==> src/rtl/rxq_pkg.sv <==
package rxq_pkg;
  localparam int CHAR_W_DEF  = 8;
  localparam int STAT_W_DEF  = 4;
  localparam int DEPTH_DEF   = 32;
  localparam int FRAMES_DEF  = 4;
  localparam int LEN_W_DEF   = 16;

  function automatic int cnt_bits(input int depth);
    return $clog2(depth + 1);
  endfunction
endpackage

==> src/rtl/rxq_fifo.sv <==
module rxq_fifo #(
  parameter int W     = 12,
  parameter int DEPTH = 32
) (
  input  logic                         clk,
  input  logic                         rst,
  input  logic                         clr,
  input  logic                         push,
  input  logic [W-1:0]                 din,
  input  logic                         pop,
  output logic [W-1:0]                 dout,
  output logic                         uf,
  output logic                         ovr,
  output logic [$clog2(DEPTH+1)-1:0]   cnt,
  output logic [$clog2(DEPTH+1)-1:0]   cnt_nxt
);
  localparam int AW = $clog2(DEPTH);
  localparam int CW = $clog2(DEPTH + 1);

  logic [W-1:0]  mem [DEPTH];
  logic [AW-1:0] wp, rp;
  logic          full, empty, push_ok, pop_ok;

  assign full    = (cnt == CW'(DEPTH));
  assign empty   = (cnt == '0);
  assign push_ok = push && !clr && !full;
  assign pop_ok  = pop  && !clr && !empty;

  always_comb begin
    if (clr) cnt_nxt = '0;
    else     cnt_nxt = cnt + CW'(push_ok) - CW'(pop_ok);
  end

  always_ff @(posedge clk) begin
    if (push_ok) mem[wp] <= din;
  end

  always_ff @(posedge clk) begin
    if (rst) begin
      wp  <= '0;
      rp  <= '0;
      cnt <= '0;
    end else begin
      cnt <= cnt_nxt;
      if (clr) begin
        wp <= '0;
        rp <= '0;
      end else begin
        if (push_ok) wp <= wp + 1'b1;
        if (pop_ok)  rp <= rp + 1'b1;
      end
    end
  end

  always_ff @(posedge clk) begin
    if (rst) begin
      dout <= '0;
      uf   <= 1'b0;
    end else if (pop && !clr) begin
      dout <= empty ? '0 : mem[rp];
      uf   <= empty;
    end
  end

  always_ff @(posedge clk) begin
    if (rst || clr)          ovr <= 1'b0;
    else if (push && full)   ovr <= 1'b1;
  end


  cnt_bound_chk: assert property (@(posedge clk) disable iff (rst)
    cnt <= CW'(DEPTH));

  ovr_sticky_chk: assert property (@(posedge clk) disable iff (rst)
    (ovr && !clr) |=> ovr);

  empty_pop_chk: assert property (@(posedge clk) disable iff (rst)
    (pop && !push && !clr && cnt == '0) |=> (cnt == '0 && uf && dout == '0));

  clr_empty_chk: assert property (@(posedge clk) disable iff (rst)
    clr |=> (cnt == '0 && !ovr));
endmodule

==> src/rtl/rxq_thresh.sv <==
module rxq_thresh #(
  parameter int LW = 6
) (
  input  logic          clk,
  input  logic          rst,
  input  logic [LW-1:0] lvl_nxt,
  input  logic [LW-1:0] thr,
  input  logic          force_req,
  output logic          req
);
  always_ff @(posedge clk) begin
    if (rst) req <= 1'b0;
    else     req <= force_req || ((lvl_nxt != '0) && (lvl_nxt >= thr));
  end
endmodule

==> src/rtl/rx_frame_fifo.sv <==
module rx_frame_fifo #(
  parameter int CHAR_W = rxq_pkg::CHAR_W_DEF,
  parameter int STAT_W = rxq_pkg::STAT_W_DEF,
  parameter int DEPTH  = rxq_pkg::DEPTH_DEF,
  parameter int FRAMES = rxq_pkg::FRAMES_DEF,
  parameter int LEN_W  = rxq_pkg::LEN_W_DEF,
  parameter int LVL_W  = rxq_pkg::cnt_bits(DEPTH),
  parameter int FLV_W  = rxq_pkg::cnt_bits(FRAMES)
) (
  input  logic              clk,
  input  logic              rst,
  input  logic              purge,
  input  logic              wr_en,
  input  logic [CHAR_W-1:0] wr_char,
  input  logic [STAT_W-1:0] wr_stat,
  input  logic              eof_en,
  input  logic [LEN_W-1:0]  eof_len,
  input  logic              rd_en,
  output logic [CHAR_W-1:0] rd_char,
  output logic [STAT_W-1:0] rd_stat,
  output logic              rd_uf,
  input  logic              len_rd_en,
  output logic [LEN_W-1:0]  len_out,
  output logic              len_uf,
  input  logic [LVL_W-1:0]  dma_thresh,
  input  logic [LVL_W-1:0]  irq_thresh,
  output logic [LVL_W-1:0]  level,
  output logic [FLV_W-1:0]  len_level,
  output logic              dma_req,
  output logic              irq_req,
  output logic              char_ovr,
  output logic              len_ovr
);
  localparam int ENT_W = CHAR_W + STAT_W;

  logic [ENT_W-1:0] ent_out;
  logic [LVL_W-1:0] lvl_nxt;
  logic [FLV_W-1:0] flv_nxt;

  rxq_fifo #(.W(ENT_W), .DEPTH(DEPTH)) u_chars (
    .clk(clk), .rst(rst), .clr(purge),
    .push(wr_en), .din({wr_stat, wr_char}),
    .pop(rd_en), .dout(ent_out), .uf(rd_uf), .ovr(char_ovr),
    .cnt(level), .cnt_nxt(lvl_nxt)
  );

  assign rd_char = ent_out[CHAR_W-1:0];
  assign rd_stat = ent_out[ENT_W-1:CHAR_W];

  rxq_fifo #(.W(LEN_W), .DEPTH(FRAMES)) u_lens (
    .clk(clk), .rst(rst), .clr(purge),
    .push(eof_en), .din(eof_len),
    .pop(len_rd_en), .dout(len_out), .uf(len_uf), .ovr(len_ovr),
    .cnt(len_level), .cnt_nxt(flv_nxt)
  );

  rxq_thresh #(.LW(LVL_W)) u_dma (
    .clk(clk), .rst(rst), .lvl_nxt(lvl_nxt), .thr(dma_thresh),
    .force_req(1'b0), .req(dma_req)
  );

  rxq_thresh #(.LW(LVL_W)) u_irq (
    .clk(clk), .rst(rst), .lvl_nxt(lvl_nxt), .thr(irq_thresh),
    .force_req(flv_nxt != '0), .req(irq_req)
  );


  dma_level_chk: assert property (@(posedge clk) disable iff (rst)
    dma_req |-> (level != '0 && level >= $past(dma_thresh)));

  irq_source_chk: assert property (@(posedge clk) disable iff (rst)
    irq_req |-> (len_level != '0 || (level != '0 && level >= $past(irq_thresh))));

  purge_req_chk: assert property (@(posedge clk) disable iff (rst)
    purge |=> (!dma_req && !irq_req && len_level == '0));
endmodule

==> config.mk <==
export PLATFORM = sky130hd
export DESIGN_NAME = rx_frame_fifo
export DESIGN_NICKNAME = d
export VERILOG_FILES = /design/src/rtl/rxq_pkg.sv /design/src/rtl/rxq_fifo.sv /design/src/rtl/rxq_thresh.sv /design/src/rtl/rx_frame_fifo.sv
export SDC_FILE = /design/constraint.sdc
export NUM_CORES = 1
export LEC_CHECK = 0
export ABC_AREA = 1
export CORE_MARGIN = 1
export CORE_UTILIZATION = 60
export CTS_CLUSTER_DIAMETER = 150
export DETAILED_ROUTE_END_ITERATION = 10
export PLACE_DENSITY = 0.79
export SYNTH_ARGS = -nofsm -noshare
export SYNTH_HDL_FRONTEND = slang
export SYNTH_SLANG_ARGS = --single-unit
==> constraint.sdc <==
create_clock -name clk -period 3.5 [get_ports clk]
set_input_delay 0.525 -clock clk [delete_from_list [all_inputs] [get_ports clk]]
set_output_delay 0.525 -clock clk [all_outputs]
set_load 0.005 [all_outputs]
======== Word-level counts from Yosys, hierarchy flattened ========
Memory sizes are Yosys's and may differ from the RTL's. A register that Yosys moved wholly into a read port is not among the register bits.
Cells that the tools add are included.
storage, ports and cells
  register bits after elaboration ......... 57
  bits in latches ......................... 0
  RAM bits ................................ 448
  memory bits (read-only) ................. 0
  output and inout port bits .............. 43
  word-level logic and storage cells ...... 64
  memories kept ........................... 2
operators by class
  add/subtract/negate cells ............... 8
  $mul .................................... 0
  div/mod/pow operators ................... 0
  order comparisons ....................... 2
  eq/ne operators ......................... 2
  shifts and indexed selects .............. 0
  mux-type cells .......................... 12
  bitwise operators ....................... 0
  reductions and logical operators ........ 24
memory list
  name         depth  bits a word  read ports  clocked after memory_dff  wr ports  line            RTL
  u_chars.mem  32     12           1           1                         1         rxq_fifo.sv:20  logic [W-1:0] mem [DEPTH];
  u_lens.mem   4      16           1           1                         1         rxq_fifo.sv:20
operators by type and width
  operator                                     number
  2-to-1 mux 16 bit                            1
  greater-or-equal comparator 6 bit            2
  logical AND 1 bit                            12
  2-to-1 mux 12 bit                            1
  adder 5 x 1 -> 5 bit, second input constant  2
  2-to-1 mux 5 bit                             2
  adder 6 x 1 -> 6 bit                         1
  == test 6 bit, second input constant         1
  zero test 6 bit                              1
  2-to-1 mux 6 bit                             1
  nonzero test 6 bit                           1
  subtractor 6 x 1 -> 6 bit                    1
  zero test 1 bit                              5
  adder 2 x 1 -> 2 bit, second input constant  2
  2-to-1 mux 1 bit                             4
  2-to-1 mux 2 bit                             2
  adder 3 x 1 -> 3 bit                         1
  == test 3 bit, second input constant         1
  zero test 3 bit                              1
  2-to-1 mux 3 bit                             1
  nonzero test 3 bit                           1
  subtractor 3 x 1 -> 3 bit                    1
  logical OR 1 bit                             2
  OR reduction 2 bit                           1

======== Logic depth before layout (Yosys ltp) ========
  word-level depth ........................ 9
  gate-level depth with buffers ........... 23
  mapped depth without buffers ............ 22

======== Cells and area by module ========
Synthesis repeated with hierarchy kept, for this count alone.
second synthesis, totals
  cells, all modules ...................... 2,023
  area, all modules ....................... 21,583.2 sq um
modules (own cells, without submodules)
  module               instances  cells an instance  area each (sq um)  seq. area each (sq um)
  rxq_fifo at u_chars  1          1,551              17,246.5           12,231.7
  rxq_fifo at u_lens   1          392                3,866.2            2,462.4
  rxq_thresh           2          38                 227.7              20.0
  rx_frame_fifo        1          4                  15.0               0.0

======== Worst setup path after synthesis ========
Ideal clock, no wire load.
  kind .................................... input to register
  start point ............................. in purge
  end point ............................... reg u_irq.req
  arrival ................................. 2.943 ns
  slack ................................... 0.444 ns
  stages on the path ...................... 23
  path buffers ............................ 1
  path through ............................ inv_2 -> nand2_1 -> inv_2 -> nand2_1 -> inv_2 -> buf_2 -> nand2_1 -> nand2_1 -> ha_1 -> fa_1 -> nand2_1 -> a21oi_1 -> nor2_1 -> nand2_1 -> nand3_1 -> inv_1 -> ha_1 -> nand2_1 -> inv_1 -> o211ai_1 -> o2111ai_1 -> nand2_1 -> nand2_1
between the ends
  cells in the longest elaborated chain, start to end .. 9
  elaborated cells between the ends (all ways) .. 20
  those cells by class .................... add/sub (4); order compare (1); mux (2); reduce/logical (13)
ends and longest elaborated chain
  element                                                                  line                            RTL
  from (decl)                                                              rx_frame_fifo.sv:12             input logic purge,
  zero test 1 bit                                                          rxq_fifo.sv:26, rxq_fifo.sv:27
  logical AND 1 bit (2 in series)                                          rxq_fifo.sv:26                  assign push_ok = push && !clr && !full;
  adder 6 x 1 -> 6 bit                                                     rxq_fifo.sv:31                  else cnt_nxt = cnt + CW'(push_ok) - CW'(pop_ok);
  subtractor 6 x 1 -> 6 bit                                                rxq_fifo.sv:31
  2-to-1 mux 6 bit (*)                                                     rxq_fifo.sv:30                  if (clr) cnt_nxt = '0;
  via lvl_nxt[4]                                                           rx_frame_fifo.sv:37             logic [LVL_W-1:0] lvl_nxt;
  greater-or-equal comparator 6 bit or nonzero test 6 bit (tied branches)  rxq_thresh.sv:13                else req <= force_req || ((lvl_nxt != '0) && (lvl_nxt >= thr));
  logical AND 1 bit (*)                                                    rxq_thresh.sv:13
  logical OR 1 bit (*)                                                     rxq_thresh.sv:13
  to (signal assigned)                                                     rxq_thresh.sv:13
  to (decl)                                                                rxq_thresh.sv:9                 output logic req
The timed path passes the listed nets; every way through them passes the cells marked *.
A chain may end at the register's enable or synchronous reset.

======== Worst setup path in the final report ========
  start point ............................. reg u_chars.cnt[2]
  end point ............................... reg u_dma.req
between the ends
  cells in the longest elaborated chain, start to end .. 8
  elaborated cells between the ends (all ways) .. 12
  those cells by class .................... add/sub (2); order compare (1); eq/ne (1); mux (1); reduce/logical (7)
ends and longest elaborated chain
  element                                                                  line                 RTL
  from (decl)                                                              rxq_fifo.sv:14       output logic [$clog2(DEPTH+1)-1:0] cnt,
  from (signal assigned)                                                   rxq_fifo.sv:44       cnt <= cnt_nxt;
  == test 6 bit (*)                                                        rxq_fifo.sv:24       assign full = (cnt == CW'(DEPTH));
  zero test 1 bit (*)                                                      rxq_fifo.sv:26
  logical AND 1 bit (*)                                                    rxq_fifo.sv:26
  via u_chars.push_ok                                                      rxq_fifo.sv:22       logic full, empty, push_ok, pop_ok;
  adder 6 x 1 -> 6 bit (*)                                                 rxq_fifo.sv:31
  subtractor 6 x 1 -> 6 bit (*)                                            rxq_fifo.sv:31
  2-to-1 mux 6 bit (*)                                                     rxq_fifo.sv:30
  via lvl_nxt[4]                                                           rx_frame_fifo.sv:37
  greater-or-equal comparator 6 bit or nonzero test 6 bit (tied branches)  rxq_thresh.sv:13
  logical AND 1 bit (*)                                                    rxq_thresh.sv:13
  to (signal assigned)                                                     rxq_thresh.sv:13
  to (decl)                                                                rxq_thresh.sv:9
Marks and branches as above.

==> flow_summary.yaml <==
yosys:
  async_flop_share_pct: 0
  avgSynthCellArea_sq_um: 11.0
  ys_top_cells_by_area: "edfxtp_1, nand2_1, nand3_1"
  syn_area_sq_um: 21000
  ys.flop_type: "edfxtp_1"
  synth_top_cell_by_area: "edfxtp_1"
  synth_top_cell_area_share_pct: 64.0
  netlist-cell-type-count: 30
  ys_warn_count: 0
  ys_seq_area_share_pct: 70.1
  ys_seq_elements: 512
  synth_cells: 1904
  syn_nets: 1984
  synth_edf_count: 448
place:
  io_buffers: 89
  post-dp-hpwl_microns: 29300
  place_congestion: 0.958
  dp_cells: 2420
  post_dp_cell_area_sq_um: 22600
finish:
  layout-drive-gt1-share_pct: 7.63
  area_growth_pct: 14.8
  final_cell_area_sq_um: 24100
  diodes: 0
  final_cell_mix: "nand2_1, edfxtp_1, nand3_1"
  layout_commonest_cell: "nand2_1"
  stdcell_count: 2512
  final_util_pct: 69.9
  nets: 2096
clock_network:
  post_cts_buffers: 0
  max-clock-path-buffers: 3
  post_cts_resized: 0
  clkTransAtPathRegs_ps: 60
  numCtsBuffers: 49
  cts.sinks: 512
  cts_tree: "built"
  cts_root_buffer: "clkbuf_16"
  clock_latency_ps: 600
  cts.htree.levels: 2
  cts_hold_buf: 0
timing:
  period_needed_ps: 3120
  finalSetupViolCount: 0
  max_freq_ghz: 0.320
  maxSlewViolCount: 0
  worst_slew_pin_slew_ps: 1050
  clock-skew-final_ps: 22.8
  grt_setup_unrepaired: "false"
  post-route-period-util_pct: 89.2
  setup_tns_ps: 0
  hold_violations: 0
  relSlewSlack_pct: 30.1
global_routing:
  grt_max_degree: 193
  grt-ovfl-total: 0
  gr-usage-met3_pct: 5.19
  grt_pass1_vias: 14100
  grt_usage_pct: 28.3
  groute.layer.met2.usage_pct: 45.6
  gr-usage-met1_pct: 38.5
  grt_antenna_before_repair: 0
  busiest_layer: "met2"
  grt_pass1_wl_microns: 77000
route:
  drc: 0
  wl_per_cell_microns: 19.9
  drt_iter0_drc: 1688
  drt-pass1-iter-count: 5
  postRouteAntennaNets: 0
  routed_wl_microns: 49900
  vias: 14700
  viasPerCell: 5.83
floorplan:
  dieArea_sq_um: 35800
  start_util_pct: 60.9
  die_h_microns: 189
  rows: 68
  die_x_microns: 189
  pin_count: 90
  core_area_sq_um: 34500
power_and_ir_drop:
  p_leak_nw: 8.95
  p_per_area_nw_per_um2: 553
  vdd_drop_max_uv: 456
worst_hold_path:
  min-delay-start: "u_chars.rp[4]"
  hold_path_class: "reg2reg"
  min_path_cells: 1
worst_setup_path:
  cp.required_ps: 4020
  worstRegToRegCells: 21
  cp-start-kind: "flip-flop"
  worstPathArrival_ps: 3640
  r2r-end: "u_dma.req"
  timing_worst_setup_path_type: "reg2reg"
  worst-path-max-fanout: 3
  rrSetupSlack_ps: 380
  critPathCaptureType: "flip-flop"
  reg2reg_from: "u_chars.cnt[2]"
status:
  status: "finished clean"
flow_run:
  maxCapViolations: 0
-- metal layers --
layer  up-vias  share of wire (%)
li1       6776                  -
met1      6975                 39
met2       801                 48
met3       104                9.8
met4         0                3.1
met5         -                  0
-- sequential cells by signal, indices dropped and copies added, names as in the netlist, 3 cells and up, named ones only --
register	flops
u_lens.mem	64
u_chars.mem	384
u_chars.dout	12
u_lens.cnt	3
u_lens.dout	16
u_chars.wp	5
u_chars.cnt	6
u_chars.rp	5
-- worst max-delay path, stage by stage, from the launching register on --
cell	delay [ps]
dfxtp_1	340
inv_1	90
ha_1	180
nand4_1	120
nand2_1	120
inv_1	50
nand2_1	110
inv_2	50
ha_1	240
fa_1	420
nand2_1	110
a21oi_1	90
nor2_1	100
nand2_1	60
nand3_1	120
inv_1	90
ha_1	280
nand2_1	70
inv_1	80
nand4_1	120
o2111a_1	140
a21oi_1	110
-- kinds of logic after synthesis --
logic type,after synthesis,share of synthesized area [%]
and+or+nand+nor,1087,21.3
AOI/OAI and AO/OA,101,2.79
DFF,512,70.1
adders and majority gates,33,2.04
buffers and inverters,170,3.71
xor gates and xnor gates,1,0.0417
-- through the flow --
stage               hold WS, ps  setup WS [ps]  power (mW)
floorplan                   431            444        7.71
global placement            437           65.2        8.19
detailed placement          451          -16.7        8.25
finish                      468            378        13.3
global route                479           43.1        13.8
CTS                         459            381        13.4
-- synthesized netlist by cell type, types with 2 or more instances --
cell type  instances
fa_1               2
edfxtp_1         448
inv_1             64
nand3_1          290
buf_4             27
buf_2             32
ha_1              31
dfxtp_1           64
buf_1              9
nand2_1          669
inv_2              6
nor2_1           110
o21ai_0           26
o32ai_1           16
a21oi_1           50
o21ai_1            2
nor3_1             6
clkbuf_1          32
nor3b_1            2
nand4_1            8
-- worst max-delay path by stage --
stage / startpoint / end / slack (ps)
floorplan: purge / u_irq.req / 440
detailed placement: purge / u_irq.req / -20
CTS: u_chars.cnt[2] / u_dma.req / 380
finish: u_chars.cnt[2] / u_dma.req / 380
global route: u_chars.cnt[2] / u_dma.req / 40
global placement: purge / u_irq.req / 70
-- power breakdown --
group	switching, mW	internal (mW)
Clock	2.23	2.95
Combinational	0.876	0.508
Sequential	0.0497	6.72
-- cell type report --
type	instances	area (sq um)
Inverter	70	268
Tap cell	455	569
Sequential cell	512	14700
Timing Repair Buffer	161	1460
Multi-Input combinational cell	1222	5520
Clock inverter	28	264
Fill cell	2304	10400
Clock buffer	64	1310
(Power assumes the default switching activity.)
